--- src/rtl/sref_pkg.sv ---
package sref_pkg;

    typedef enum logic [2:0] {
        ST_IDLE,
        ST_PRECHARGE,
        ST_WAIT_RP,
        ST_ENTER_SR,
        ST_IN_SR,
        ST_EXIT_XSR,
        ST_POST_REF,
        ST_READY
    } sref_state_e;

    typedef struct packed {
        logic cs_n;
        logic ras_n;
        logic cas_n;
        logic we_n;
        logic cke;
        logic all_banks;
        logic busy;
        logic done;
    } sref_pins_t;

    // Whole clock cycles that cover a delay given in picoseconds.
    function automatic int cycles_for(input int t_ps, input int period_ps);
        return (t_ps + period_ps - 1) / period_ps;
    endfunction

    function automatic int at_least(input int value, input int floor_v);
        return (value < floor_v) ? floor_v : value;
    endfunction

endpackage

--- src/rtl/sref_wait_cnt.sv ---
module sref_wait_cnt #(
    parameter int W = 4
) (
    input  logic         clk,
    input  logic         rst_n,
    input  logic         load,
    input  logic [W-1:0] load_val,
    output logic         zero
);

    logic [W-1:0] cnt_d, cnt_q;

    always_comb begin
        if (load) begin
            cnt_d = load_val;
        end else if (cnt_q != '0) begin
            cnt_d = cnt_q - 1'b1;
        end else begin
            cnt_d = cnt_q;
        end
    end

    always_ff @(posedge clk) begin
        if (!rst_n) begin
            cnt_q <= '0;
        end else begin
            cnt_q <= cnt_d;
        end
    end

    assign zero = (cnt_q == '0);

endmodule

--- src/rtl/sref_cmd_enc.sv ---
module sref_cmd_enc
    import sref_pkg::*;
(
    input  sref_state_e state,
    output sref_pins_t  pins
);

    always_comb begin
        // default: no-operation with clock enabled
        pins = '{cs_n: 1'b0, ras_n: 1'b1, cas_n: 1'b1, we_n: 1'b1,
                 cke: 1'b1, all_banks: 1'b0, busy: 1'b1, done: 1'b0};
        unique case (state)
            ST_IDLE: begin
                pins.busy = 1'b0;
            end
            ST_PRECHARGE: begin
                pins.ras_n     = 1'b0;
                pins.we_n      = 1'b0;
                pins.all_banks = 1'b1;
            end
            ST_ENTER_SR: begin
                pins.ras_n = 1'b0;
                pins.cas_n = 1'b0;
                pins.cke   = 1'b0;
            end
            ST_IN_SR: begin
                pins.cs_n = 1'b1;
                pins.cke  = 1'b0;
            end
            ST_POST_REF: begin
                pins.ras_n = 1'b0;
                pins.cas_n = 1'b0;
            end
            ST_READY: begin
                pins.busy = 1'b0;
                pins.done = 1'b1;
            end
            default: begin
            end
        endcase
    end

endmodule

--- src/rtl/sdram_sref_seq.sv ---
module sdram_sref_seq
    import sref_pkg::*;
#(
    parameter int CLK_PERIOD_PS = 10000,
    parameter int TRP_PS        = 20000,
    parameter int TXSR_PS       = 80000
) (
    input  logic clk,
    input  logic rst_n,
    input  logic sref_enter_req,
    input  logic sref_exit_req,
    input  logic clk_stable,
    output logic sd_cs_n,
    output logic sd_ras_n,
    output logic sd_cas_n,
    output logic sd_we_n,
    output logic sd_cke,
    output logic sd_all_banks,
    output logic sref_busy,
    output logic sref_done
);

    localparam int TRP_GAP  = at_least(cycles_for(TRP_PS, CLK_PERIOD_PS), 2);
    localparam int TXSR_CYC = at_least(cycles_for(TXSR_PS, CLK_PERIOD_PS), 2);
    localparam int CNT_MAX  = at_least(TRP_GAP - 2, TXSR_CYC - 1);
    localparam int CNT_W    = $clog2(CNT_MAX + 2);
    localparam logic [CNT_W-1:0] TRP_LOAD  = CNT_W'(TRP_GAP - 2);
    localparam logic [CNT_W-1:0] TXSR_LOAD = CNT_W'(TXSR_CYC - 1);

    typedef struct packed {
        sref_state_e st;
        logic        pend;
    } seq_t;

    seq_t             seq_d, seq_q;
    logic             cnt_load;
    logic [CNT_W-1:0] cnt_val;
    logic             cnt_zero;
    sref_pins_t       pins;

    sref_wait_cnt #(.W(CNT_W)) u_wait (
        .clk      (clk),
        .rst_n    (rst_n),
        .load     (cnt_load),
        .load_val (cnt_val),
        .zero     (cnt_zero)
    );

    always_comb begin
        seq_d    = seq_q;
        cnt_load = 1'b0;
        cnt_val  = '0;
        unique case (seq_q.st)
            ST_IDLE: begin
                seq_d.pend = 1'b0;
                if (sref_enter_req) seq_d.st = ST_PRECHARGE;
            end
            ST_PRECHARGE: begin
                seq_d.pend = seq_q.pend | sref_exit_req;
                seq_d.st   = ST_WAIT_RP;
                cnt_load   = 1'b1;
                cnt_val    = TRP_LOAD;
            end
            ST_WAIT_RP: begin
                seq_d.pend = seq_q.pend | sref_exit_req;
                if (cnt_zero) seq_d.st = ST_ENTER_SR;
            end
            ST_ENTER_SR: begin
                seq_d.pend = seq_q.pend | sref_exit_req;
                seq_d.st   = ST_IN_SR;
            end
            ST_IN_SR: begin
                if ((seq_q.pend | sref_exit_req) && clk_stable) begin
                    seq_d.pend = 1'b0;
                    seq_d.st   = ST_EXIT_XSR;
                    cnt_load   = 1'b1;
                    cnt_val    = TXSR_LOAD;
                end else begin
                    seq_d.pend = seq_q.pend | sref_exit_req;
                end
            end
            ST_EXIT_XSR: begin
                if (cnt_zero) seq_d.st = ST_POST_REF;
            end
            ST_POST_REF: seq_d.st = ST_READY;
            ST_READY:    seq_d.st = ST_IDLE;
            default:     seq_d.st = ST_IDLE;
        endcase
    end

    always_ff @(posedge clk) begin
        if (!rst_n) begin
            seq_q <= '{st: ST_IDLE, pend: 1'b0};
        end else begin
            seq_q <= seq_d;
        end
    end

    sref_cmd_enc u_enc (
        .state (seq_q.st),
        .pins  (pins)
    );

    assign sd_cs_n      = pins.cs_n;
    assign sd_ras_n     = pins.ras_n;
    assign sd_cas_n     = pins.cas_n;
    assign sd_we_n      = pins.we_n;
    assign sd_cke       = pins.cke;
    assign sd_all_banks = pins.all_banks;
    assign sref_busy    = pins.busy;
    assign sref_done    = pins.done;

    // ---------------- assertion support and checks ----------------
    logic             cmd_quiet, cmd_pre, cmd_ref;
    logic             cke_prev_q;
    logic [CNT_W-1:0] win_q;

    assign cmd_quiet = sd_cs_n || (sd_ras_n && sd_cas_n && sd_we_n);
    assign cmd_pre   = !sd_cs_n && !sd_ras_n && sd_cas_n && !sd_we_n;
    assign cmd_ref   = !sd_cs_n && !sd_ras_n && !sd_cas_n && sd_we_n;

    always_ff @(posedge clk) begin
        if (!rst_n) begin
            cke_prev_q <= 1'b1;
            win_q      <= '0;
        end else begin
            cke_prev_q <= sd_cke;
            if (sd_cke && !cke_prev_q) begin
                win_q <= TXSR_LOAD;
            end else if (win_q != '0) begin
                win_q <= win_q - 1'b1;
            end
        end
    end

    assert_pre_all_banks_R2: assert property (@(posedge clk) disable iff (!rst_n)
        cmd_pre |-> sd_all_banks && sd_cke);

    assert_cke_fall_with_ref_R4: assert property (@(posedge clk) disable iff (!rst_n)
        (!sd_cke && cke_prev_q) |-> cmd_ref);

    assert_inhibit_in_sref_R5: assert property (@(posedge clk) disable iff (!rst_n)
        (!sd_cke && !cke_prev_q) |-> sd_cs_n);

    assert_exit_needs_stable_R6: assert property (@(posedge clk) disable iff (!rst_n)
        (sd_cke && !cke_prev_q) |-> $past(clk_stable));

    assert_xsr_quiet_R7: assert property (@(posedge clk) disable iff (!rst_n)
        ((sd_cke && !cke_prev_q) || win_q != '0) |-> cmd_quiet);

    assert_xsr_two_cycles_R7: assert property (@(posedge clk) disable iff (!rst_n)
        (sd_cke && !cke_prev_q) |=> (cmd_quiet && sd_cke));

    assert_done_after_ref_R8: assert property (@(posedge clk) disable iff (!rst_n)
        sref_done |-> $past(cmd_ref && sd_cke) && !sref_busy);

endmodule

--- config.mk ---
export PLATFORM = sky130hd
export DESIGN_NAME = sdram_sref_seq
export DESIGN_NICKNAME = d
export VERILOG_FILES = /design/src/rtl/sref_pkg.sv /design/src/rtl/sref_wait_cnt.sv /design/src/rtl/sref_cmd_enc.sv /design/src/rtl/sdram_sref_seq.sv
export SDC_FILE = /design/constraint.sdc
export NUM_CORES = 1
export LEC_CHECK = 0
export ABC_AREA = 1
export BUFFER_PORTS_ARGS = -buffer_cell sky130_fd_sc_hd__buf_2
export CORE_AREA = 2 2 39 41
export CTS_CLUSTER_SIZE = 24
export DETAILED_ROUTE_END_ITERATION = 10
export DIE_AREA = 0 0 41 43
export MAX_ROUTING_LAYER = met4
export PLACE_DENSITY = 0.66
export RECOVER_POWER = 25
export SYNTH_ARGS = -nofsm -noshare
export SYNTH_HDL_FRONTEND = slang
export SYNTH_SLANG_ARGS = --single-unit
--- constraint.sdc ---
create_clock -name clk -period 1.1 [get_ports clk]
set_input_delay 0.165 -clock clk [delete_from_list [all_inputs] [get_ports clk]]
set_output_delay 0.165 -clock clk [all_outputs]
set_load 0.02 [all_outputs]
Word-level counts from Yosys, hierarchy flattened

Index checks and enable logic that the tools add are counted.

Add/sub/neg operators: 1
Eq/ne operators: 11
Muxes and demuxes: 21
Bitwise logic cells: 1
Reductions and logical operators: 12

Operators by type and width:

| cell                | number |
|---|---|
| $pmux 3 s8          | 1 |
| $mux 3              | 6 |
| $eq 3x3->1 const B  | 4 |
| $mux 1              | 10 |
| $mux 4              | 2 |
| $ne 2x2->1 const B  | 4 |
| $eq 3x2->1 const B  | 2 |
| $reduce_or 2->1     | 3 |
| $reduce_or 3->1     | 2 |
| $logic_not 4->1     | 1 |
| $reduce_and 4->1    | 1 |
| $reduce_bool 4->1   | 1 |
| $sub 4x1->4 const B | 1 |
| $eq 3x1->1 const B  | 1 |
| $logic_not 3->1     | 1 |
| $pmux 1 s3          | 1 |
| $reduce_bool 3->1   | 1 |
| $pmux 1 s2          | 1 |
| $reduce_bool 2->1   | 1 |
| $logic_and 1x1->1   | 1 |
| $or 1x1->1          | 1 |

Flip-flop bits (word level): 8
Output and inout bits: 8
Word-level logic and storage cells: 49

Longest topological paths before layout

Gate-level depths: netlist (run 1).

Depth after elaboration: 5
Gate-level depth with buffers: 9
Mapped depth without buffers: 8

Hierarchy

A second synthesis (run 1) with hierarchy kept.

Cells, all modules: 106
Area, all modules: 589.3 µm²

By module, submodules not included:

| module         | times used | cells each | area each (µm²) | sequential area each (µm²) |
|---|---|---|---|---|
| sdram_sref_seq | 1          | 47         | 264.0           | 80.1 |
| sref_wait_cnt  | 1          | 40         | 247.7           | 80.1 |
| sref_cmd_enc   | 1          | 19         | 77.6            | 0.0 |

Worst setup path before layout (run 1)

No wires, ideal clock.

Kind: reg-to-output
Start: register seq_q[3] (netlist bit)
End: output sref_busy
Arrival: 1,102 ps
Slack: -167 ps
Stages on the path, launching flop included: 4
Path buffers: 0
Cell sequence: dfxtp_1 > inv_4 > nor2_1 > a21oi_1

Longest elaborated chain between the ends: 3

RTL lines:

| element                                              | RTL line             | RTL |
|---|---|---|
| start, declared                                      | sdram_sref_seq.sv:35 | `seq_t seq_d, seq_q;` |
| start signal, assigned                               | sdram_sref_seq.sv:93 | `seq_q <= '{st: ST_IDLE, pend: 1'b0};` |
| start signal, assigned                               | sdram_sref_seq.sv:95 | `seq_q <= seq_d;` |
| $eq 3x3->1 / $logic_not 3->1 (equally long branches) | sref_cmd_enc.sv:12   | `unique case (state)` |
| $reduce_or 2->1 (no source line) (*)                 | --                   |  |
| $mux 1 (*)                                           | sref_cmd_enc.sv:12   |  |
| end, declared                                        | sdram_sref_seq.sv:19 | `output logic sref_busy,` |

Mark *: on every way between the ends. The rest lies on a longest branch, timed or not.

Worst setup path after layout (run 1)

Start: register seq_q[3] (netlist bit)
End: output sd_ras_n

Longest elaborated chain between the ends: 3

RTL lines:

| element                                  | RTL line             | RTL |
|---|---|---|
| $eq 3x1->1, or another cell as far along | sref_cmd_enc.sv:12   |  |
| $reduce_or 3->1 (no source line) (*)     | --                   |  |
| $mux 1 (*)                               | sref_cmd_enc.sv:12   |  |
| end, declared                            | sdram_sref_seq.sv:14 | `output logic sd_ras_n,` |

Marked as above.

==> results of run 1 <==
-- per-layer routing --
layer / up-vias / global-route usage / part of all wire
li1: 324 / - / -
met1: 307 / 0.259 / 0.41
met2: 21 / 0.306 / 0.54
met3: 4 / 0.0419 / 0.035
met4: 0 / 0.147 / 0.017
met5: - / - / 0
-- sequential cells by signal, indices dropped and copies added (netlist names) --
register	count
seq_q	4
u_wait.cnt_q	4
-- report_power, final --
group	switching, mW	internal (mW)	leakage (nW)	total [mW]
sequential	0.142	0.434	0.0682	0.576
combinational	1.09	0.882	0.329	1.97
clock	0.0992	0.125	0.0138	0.224
-- worst max-delay path, delay by kind of cell (launching register included) --
kind	cells	cell delay [ns]
buffers and inverters	3	0.27
DFF	1	0.38
AOI/OAI and AO/OA	1	0.11
and+or+nand+nor	1	0.11
-- cell usage in the layout (no fill, tap or decap), types with 2 or more instances in the layout --
cell type,netlist,routed
dfxtp_2,0,3
nand3_1,6,5
dfxtp_4,0,2
buf_2,0,5
o21ai_0,4,3
nand2_2,1,3
nor2_4,1,4
nand2_1,15,12
xor2_1,2,2
inv_2,2,3
clkbuf_4,0,3
dfxtp_1,8,3
inv_4,1,2
a21oi_1,6,4
inv_1,11,8
buf_6,1,5
buf_4,0,18
nor2_1,14,9
nand3_4,1,2
nor2_2,1,3
a21oi_2,0,2
-- layout make-up --
type | count | area (um2) | area share
clock buffers | 3 | 22.5 | 0.0253
inverters | 14 | 62.6 | 0.0703
multi-input cells | 59 | 397 | 0.446
flip-flops and latches | 8 | 171 | 0.193
well taps | 16 | 20.0 | 0.0225
repair buffers | 28 | 216 | 0.243
-- worst max-delay path by stage --
stage | from | to | slack (ns) | cells after the start
final | seq_q[3] | sd_ras_n | -0.20 | 5
after global routing | seq_q[3] | sd_ras_n | -0.26 | 5
after CTS | seq_q[1] | sd_ras_n | -0.20 | 6
after detailed placement | seq_q[1] | u_wait.cnt_q[1] | -0.15 | 6
after global placement | seq_q[1] | u_wait.cnt_q[3] | -0.15 | 6
after floorplan | seq_q[1] | seq_q[1] | -0.03 | 9
-- metrics by stage --
stage,std cells,power [mW],utilization,TNS [ns]
6_report,128,2.77,0.643,-2.00
4_1_cts,127,2.53,0.608,-1.74
5_1_grt,128,2.98,0.643,-2.85
2_1_floorplan,82,1.56,-,-0.0385
3_3_place_gp,118,1.97,0.505,-0.622
3_5_place_dp,118,1.99,0.505,-0.774
-- repair_timing --
| action | CTS | global route |
|---|---|---|
| gates resized for setup | 28 | 10 |
| endpoints found under the setup margin | 15 | 16 |
| setup buffers | 6 | 1 |
| pin swaps | 6 | 3 |
-- cell families (layout without fill, tap and decap cells) --
group                    Yosys count  after routing  synth area share
AND/OR/NAND/NOR                   43             43             0.379
buffers and inverters             15             45             0.122
AO/OA/AOI/OAI                     13             13             0.148
flip-flops                         8              8             0.296
XOR/XNOR                           2              2            0.0323
adder cells (fa/ha/maj)            1              1            0.0231
==> summary.txt, run 1 <==
Flow run
  – Max_cap viols: 0

Synth
  – Mean Syn Cell Area: 6.61 um2
  – FF+latch count, synth: 8
  – Synth top area share: 0.296
  – Post-synth EDFFs: 0
  – Post-Synthesis Cells: a little over 80
  – Synth unique cells: 23
  – Most instantiated library cell after synthesis: nand2_1
  – Syn Nets: 88
  – Commonest cells post-synth: 15 x nand2_1, 14 x nor2_1, 11 x inv_1
  – Ys flop type: dfxtp_1
  – YS warnings: 0
  – Cell Area, Synth: ~540 um2
  – Asr flop ratio synth: 0
  – Sequential-to-total area share from yosys stat: 0.296
  – Synth area leaders: dfxtp_1 30%, nand2_1 10%, nor2_1 9.7%
  – Leading area contributor after synthesis: dfxtp_1

Worst setup path
  – Largest stage delay on the critical path: around 0.38 ns
  – Startpoint types: flop
  – Critical path arrival: ~1.1 ns
  – Worst EP required: roughly 0.94 ns
  – Worst R2R End: seq_q[1]
  – R2R setup slack: -0.17 ns
  – Kind of critical path: flop to primary output
  – CP max FO: 9
  – CP max-delay cell: dfxtp_2
  – Setup crit end kind: primary output
  – Crit-path cells: inv_6 -> nor2_4 -> o21bai_1 -> inv_1 -> buf_6
  – Worst R2R Start: seq_q[2]
  – Worst r2r path cells: 8

Floorplanning
  – Die footprint: around 1800 um2
  – Area of the core: 1380 um2
  – Rows: 14
  – Initial core utilization: 0.392
  – Die H: about 43 um
  – # IOs: 13
  – Die W: 41 um

Timing
  – Final count of negative-setup-slack endpoints: 15
  – Peak Freq: between 0.7 and 0.8 GHz
  – Worst Slack Setup Final: -0.198 ns
  – Hold Fails Final Rpt: 0
  – Max Slew Vio Count: 0
  – RSZ-0062 raised after global routing: yes
  – Crit share post-route: 1.18
  – Clk_skew: 0.00947 ns
  – Slew @ Worst Pin: 0.170 ns
  – Slew Limit Headroom: 0.886
  – Tmin final: ~1.3 ns
  – Worst Hold Slack: 0.185 ns

Power and ir drop
  – PD cells: 3110 nW/um2
  – P_leak: approximately 0.41 nW
  – Worst vdd ir: approximately 1400 uV

Finish
  – NumNets Final: 120
  – P&R area growth vs syn: 64.2%
  – Fin area: slightly below 900 um2
  – Fill count: roughly 110
  – Share of cells above drive strength 1: 0.545
  – Antenna Cells: 0

Outcome
  – Outcome: finished with violations
  – Failing checks: setup timing

Routing
  – Avg Vias per Cell: approximately 5.1
  – Drt total wl: roughly 1700 um
  – Via count: ~660
  – ANT nets after route: 0
  – 1st-pass router iterations: 4
  – # DRC: 0
  – WL/cell: around 13 um
  – First DRT Iteration DRCs: 29

Placement
  – Area after DPL: between 600 and 700 um2
  – Hpwl dp: 996 um
  – Gpl congestion: 0.859
  – PortBufs: 12
  – Pre-CTS setup slack: -0.147 ns

Min path
  – Hold Path End: seq_q[1]
  – Hold Path Cell Cnt: 3
  – HP Start: rst_n
  – Hold Crit Class: input port to flop

GRT
  – Largest net degree at the start of global routing: 10
  – All-layer global routing usage: 0.214
  – Number of global-route vias before repair: 590
  – Initial antenna violation count: 0
  – First-pass GRT wire length: between 2000 and 2500 um
  – GRT overflow: 0

Clock network
  – TritonCTS clock tree: done
  – Inserted Clock Buffers: 3
  – Clk Tree Root Cell: clkbuf_4
  – CTS max path bufs: 2
  – Clock Latency Late Sink: approximately 0.26 ns
  – CTS Hold Bufs: 0
  – CTS H-tree depth: 1
  – CTS sink cnt: 8
  – Clk slew on worst S/H paths: 0.06 ns
Note: power is estimated with default switching activity, not from simulation.
==> run 2, diff against run 1 <==
- CORE_AREA: 2 2 39 41 -> 2 2 43 45
- CTS_BUF_LIST: unset -> sky130_fd_sc_hd__clkbuf_2
- DIE_AREA: 0 0 41 43 -> 0 0 45 47
- PLACE_DENSITY: 0.66 -> unset
==> run 2 against run 1 <==
The flow still finishes with violations (setup timing). Power fell by 2.4%. Critical path depth shrank 1. Routed wire length fell by 6.1%. Worst setup slack lost 0.0047 ns. Sequential power hardly changed. Via count is 2.6% higher. Sequential share of layout area grew 0.42 points. Combinational power about the same. Utilization down 11 points. Highest routed layer unchanged.
==> summary.txt, run 2 (same netlist as run 1, synthesis figures left out) <==
Outcome
  – Outcome: finished with violations
  – Failing checks: setup timing

Floorplanning
  – Area of the core: about 1700 um2
  – Die H: ~47 um
  – Die W: between 40 and 50 um
  – # IOs: 13
  – Initial core utilization: 0.328
  – Die footprint: 2120 um2
  – Rows: 15

GRT
  – All-layer global routing usage: 0.183
  – First-pass GRT wire length: roughly 2700 um
  – GRT overflow: 0
  – Number of global-route vias before repair: 647
  – Largest net degree at the start of global routing: 8
  – Initial antenna violation count: 0

Timing
  – Setup TNS: -1.92 ns
  – Max Slew Vio Count: 0
  – Peak Freq: roughly 0.77 GHz
  – Worst Hold Slack: around 0.16 ns
  – Hold Fails Final Rpt: 0
  – Tmin final: 1.30 ns
  – RSZ-0062 raised after global routing: yes
  – Slew Limit Headroom: 0.845
  – Worst Slack Setup Final: -0.203 ns
  – Crit share post-route: 1.18
  – Final count of negative-setup-slack endpoints: 15
  – Slew @ Worst Pin: ~0.23 ns
  – Clk_skew: between 0.002 and 0.003 ns

Power and ir drop
  – Worst vdd ir: between 1500 and 2000 uV
  – Sw power: roughly 1.3 mW
  – Sequential share of power: 0.212
  – Cell internal pwr: around 1.4 mW
  – Switching share of power: 0.473
  – P_leak: 0.414 nW
  – Clock power share: 0.068
  – PD cells: roughly 3100 nW/um2
  – Comb pwr share: 0.720
  – PnR Total Power: roughly 2.7 mW

Finish
  – Fin area: just under 900 um2
  – Final Non-Filler Cells: 130
  – Most frequent cells in the layout: 15 x buf_4, 13 x nand2_1, 11 x nor2_1
  – Antenna Cells: 0
  – Core Util, Final: 0.535
  – Fill count: approximately 150
  – Commonest non-fill, non-tap cell in the layout: buf_4
  – Top flop regs: seq_q: 4 flops, u_wait.cnt_q: 4 flops
  – P&R area growth vs syn: 63.0%
  – Share of cells above drive strength 1: 0.504
  – NumNets Final: between 100 and 150

Placement
  – PortBufs: 12
  – Hpwl dp: between 1000 and 1500 um
  – Area after DPL: about 700 um2
  – Pre-CTS setup slack: -0.131 ns
  – Dpl cells: about 120
  – Gpl congestion: 0.862

Clock network
  – CTS max path bufs: 2
  – Clk Tree Root Cell: clkbuf_2
  – CTS sink cnt: 8
  – TritonCTS clock tree: done
  – Inserted Clock Buffers: 3
  – CTS H-tree depth: 1
  – Clk slew on worst S/H paths: 0.09 ns
  – Clock Latency Late Sink: roughly 0.23 ns

Routing
  – First DRT Iteration DRCs: 18
  – Avg Vias per Cell: 5.18
  – Drt total wl: 1580 um
  – # DRC: 0
  – ANT nets after route: 0
  – Via count: slightly below 700
  – WL/cell: about 12 um
  – 1st-pass router iterations: 4

Min path
  – HP Start: rst_n
  – Hold Crit Class: input port to flop
  – Hold Path Cell Cnt: 3
  – Hold Path End: seq_q[1]

Worst setup path
  – Critical path arrival: about 1.1 ns
  – Worst EP required: 0.94 ns
  – Worst R2R Start: seq_q[1]
  – R2R setup slack: -0.13 ns
  – Kind of critical path: flop to primary output
  – Worst R2R End: u_wait.cnt_q[1]
  – Startpoint types: flop
  – Crit path launch: seq_q[2]
  – CP max FO: 5
  – Setup crit end kind: primary output
  – Worst r2r path cells: 8

Flow run
  – Max_cap viols: 0
## run 2: changes by cell type in the layout (fill, tap and decap cells not counted), sizes merged
cell  previous run  this run
buf             28        29
## run 2: metal layers
metal  track usage  wire length, um  vias to the layer above
li1              -                -                      327
met1         0.215              647                      311
met2         0.300              810                       31
met3        0.0423               98                        4
met4        0.0765               21                        0
met5             -                0                        -
## run 2: worst max-delay path by stage
stage	to	slack, ns	cells past startpoint
5_1_grt	sd_ras_n	-0.26	6
4_1_cts	sd_ras_n	-0.18	6
3_5_place_dp	u_wait.cnt_q[3]	-0.13	6
3_3_place_gp	u_wait.cnt_q[3]	-0.13	6
2_1_floorplan	seq_q[1]	-0.03	9
6_report	sref_busy	-0.20	4
## run 2: final cells by class
type | count | area [um2] | share of cell area
Sequential cell | 8 | 174 | 0.197
Inverter | 14 | 67.6 | 0.0765
Tap cell | 17 | 21.3 | 0.0241
Timing Repair Buffer | 29 | 235 | 0.266
Clock buffer | 3 | 15.0 | 0.0170
Multi-Input combinational cell | 59 | 370 | 0.419
## run 2: power by group through the flow
stage	logic (mW)	clock network (mW)	registers, mW
5_1_grt	2.14	0.199	0.584
3_3_place_gp	1.45	0	0.516
3_5_place_dp	1.46	0	0.525
4_1_cts	1.88	0.187	0.564
2_1_floorplan	1.08	0	0.482
6_report	1.95	0.183	0.573
## run 2: critical path: stages, from the launching register on
cell     delay (ns)
dfxtp_4        0.40
nand2_1        0.12
nor2_2         0.17
a21oi_2        0.05
buf_2          0.16
## run 2: timing repair
item / CTS / global route
hold endpoints to repair: 0 / 0
hold buffers: 0 / 0
gates resized for setup: 31 / 3
pin swaps: 4 / 3
buffers inserted: 8 / 0
setup endpoints to repair: 15 / 15
cloned: 0 / 0
==> run 3, diff against run 2 <==
- CELL_PAD_IN_SITES_DETAIL_PLACEMENT: unset -> 1
- CELL_PAD_IN_SITES_GLOBAL_PLACEMENT: unset -> 2
- CORE_AREA: 2 2 43 45 -> 2 2 50 52
- DIE_AREA: 0 0 45 47 -> 0 0 52 54
- PLACE_DENSITY_LB_ADDON: unset -> 0.1
==> run 3 against run 2 <==
The flow still finishes with violations (setup timing). Critical endpoint unchanged. Largest cell class unchanged. Maximum frequency increased by 0.28%. Worst setup slack improved by 0.0036 ns. Critical path type unchanged. Die area rose by 33%. Via count down 3.0%. Non-clock buffer count grew 6. Power rose by 18%.
==> summary.txt, run 3 (same netlist as run 1, synthesis figures left out) <==
Placement
  – Hpwl dp: about 1400 um
  – Area after DPL: approximately 750 um2
  – Gpl congestion: between 0.7 and 0.8
  – Dpl cells: 136
  – PortBufs: 12

Worst setup path
  – CP max FO: 5
  – Critical path arrival: about 1.1 ns
  – Largest delay share family, worst path: flip-flops
  – Crit-path cells: nor2_2 -> buf_4 -> a21oi_2 -> buf_4
  – Kind of critical path: flop to primary output
  – CP max-delay cell: dfxtp_4
  – Startpoint types: flop
  – Worst r2r path cells: 8
  – Largest stage delay on the critical path: 0.41 ns
  – Setup crit end kind: primary output
  – Worst path depth: 4
  – Most frequent CP cell: buf_4
  – WP buf/inv: 2
  – Worst EP required: 0.94 ns

Clock network
  – Inserted Clock Buffers: 3
  – Clk slew on worst S/H paths: approximately 0.090 ns
  – CTS max path bufs: 2
  – TritonCTS clock tree: done
  – Clock Latency Late Sink: ~0.25 ns
  – CTS Hold Bufs: 0
  – Clk Tree Root Cell: clkbuf_2
  – CTS H-tree depth: 1
  – CTS sink cnt: 8

Routing
  – Via count: about 650
  – # DRC: 0
  – Avg Vias per Cell: between 4 and 5
  – First DRT Iteration DRCs: 4
  – Drt total wl: between 1500 and 2000 um
  – 1st-pass router iterations: 2
  – ANT nets after route: 0
  – WL/cell: 11.6 um

Finish
  – Most frequent cells in the layout: 20 x buf_4, 10 x nand2_1, 10 x buf_6
  – Commonest non-fill, non-tap cell in the layout: buf_4
  – Register Area: 174 um2
  – Top flop regs: seq_q: 4 flops, u_wait.cnt_q: 4 flops
  – Antenna Cells: 0
  – Share of cells above drive strength 1: 0.655
  – P&R area growth vs syn: 93.8%
  – Fill count: between 300 and 400
  – Area occupied by multi-input gates: ~460 um2
  – NumNets Final: approximately 130
  – Fin area: roughly 1000 um2
  – Final Non-Filler Cells: around 150

Timing
  – Tmin final: roughly 1.3 ns
  – Crit share post-route: 1.18
  – Hold Fails Final Rpt: 0
  – Slew Limit Headroom: 0.843
  – Peak Freq: slightly below 0.8 GHz
  – Clk_skew: about 0.0009 ns
  – Max Slew Vio Count: 0
  – Final count of negative-setup-slack endpoints: 14
  – Slew @ Worst Pin: approximately 0.24 ns
  – Worst Slack Setup Final: -0.199 ns
  – Worst Hold Slack: 0.168 ns
  – RSZ-0062 raised after global routing: yes

GRT
  – Largest net degree at the start of global routing: 10
  – Number of global-route vias before repair: approximately 650
  – First-pass GRT wire length: roughly 2800 um
  – GRT overflow: 0
  – All-layer global routing usage: 0.145
  – Initial antenna violation count: 0

Flow run
  – Max_cap viols: 0

Power and ir drop
  – PD cells: 3040 nW/um2
  – P_leak: ~0.47 nW
  – PnR Total Power: roughly 3.2 mW
  – Worst vdd ir: around 1300 uV

Floorplanning
  – # IOs: 13
  – Initial core utilization: 0.234
  – Die footprint: around 2800 um2
  – Rows: 18
  – Die W: approximately 52 um
  – Die H: 54 um
  – Area of the core: approximately 2300 um2

Min path
  – Hold Crit Class: input port to flop
  – Hold Path Cell Cnt: 3

Outcome
  – Outcome: finished with violations
  – Failing checks: setup timing
## run 3: cell count changes in the layout (fill, tap and decap cells not counted), moves of 2 or more
cell     previous run  this run
nand3_2             0         4
nor2_4              2         5
buf_6               6        10
nand2_2             2         4
nor2_1             11         9
buf_2               7         4
buf_4              15        20
nand2_1            13        10
a21oi_2             1         3
a21oi_1             5         3
nand3_1             5         1
## run 3: report_power, final
group          total [mW]  switching [mW]  internal, mW
logic                2.42            1.22          1.20
registers           0.578           0.144         0.434
clock network       0.193           0.118        0.0743
total                3.19            1.49          1.71
## run 3: layout make-up
class / count / share of cell area
inverters: 14 / 0.0620
flip-flops and latches: 8 / 0.166
well taps: 30 / 0.0358
clock buffers: 3 / 0.0143
repair buffers: 35 / 0.288
multi-input cells: 59 / 0.434
## run 3: final timing paths
path	endpoint	startpoint	slack (ns)
max	sref_busy	seq_q[2]	-0.20
min	seq_q[2]	rst_n	0.17
max reg2reg	u_wait.cnt_q[1]	seq_q[2]	-0.14
min reg2reg	u_wait.cnt_q[1]	u_wait.cnt_q[1]	0.58
## run 3: metal layers
metal	share of wire	vias up	GRT usage
li1	-	337	-
met1	0.38	306	0.138
met2	0.58	8	0.272
met3	0.023	2	0.0333
met4	0.013	0	0.0789
met5	0	-	-
## run 3: tightest hold or removal path: stages
cell	delay [ns]
buf_2	0.13
nand2_1	0.06
a21oi_1	0.03
## run 3: through the flow
step            util  TNS (ns)  setup WS, ns
2_1_floorplan      -   -0.0385       -0.0267
3_3_place_gp   0.321    -0.570        -0.106
3_5_place_dp   0.321    -0.736        -0.115
4_1_cts        0.410     -2.21        -0.224
5_1_grt        0.453     -2.95        -0.279
6_report       0.453     -1.70        -0.199
## run 3: timing repair
action,CTS,global route
gates resized for setup,37,23
endpoints found under the setup margin,15,15
buffers inserted,10,1
pin swaps,9,13
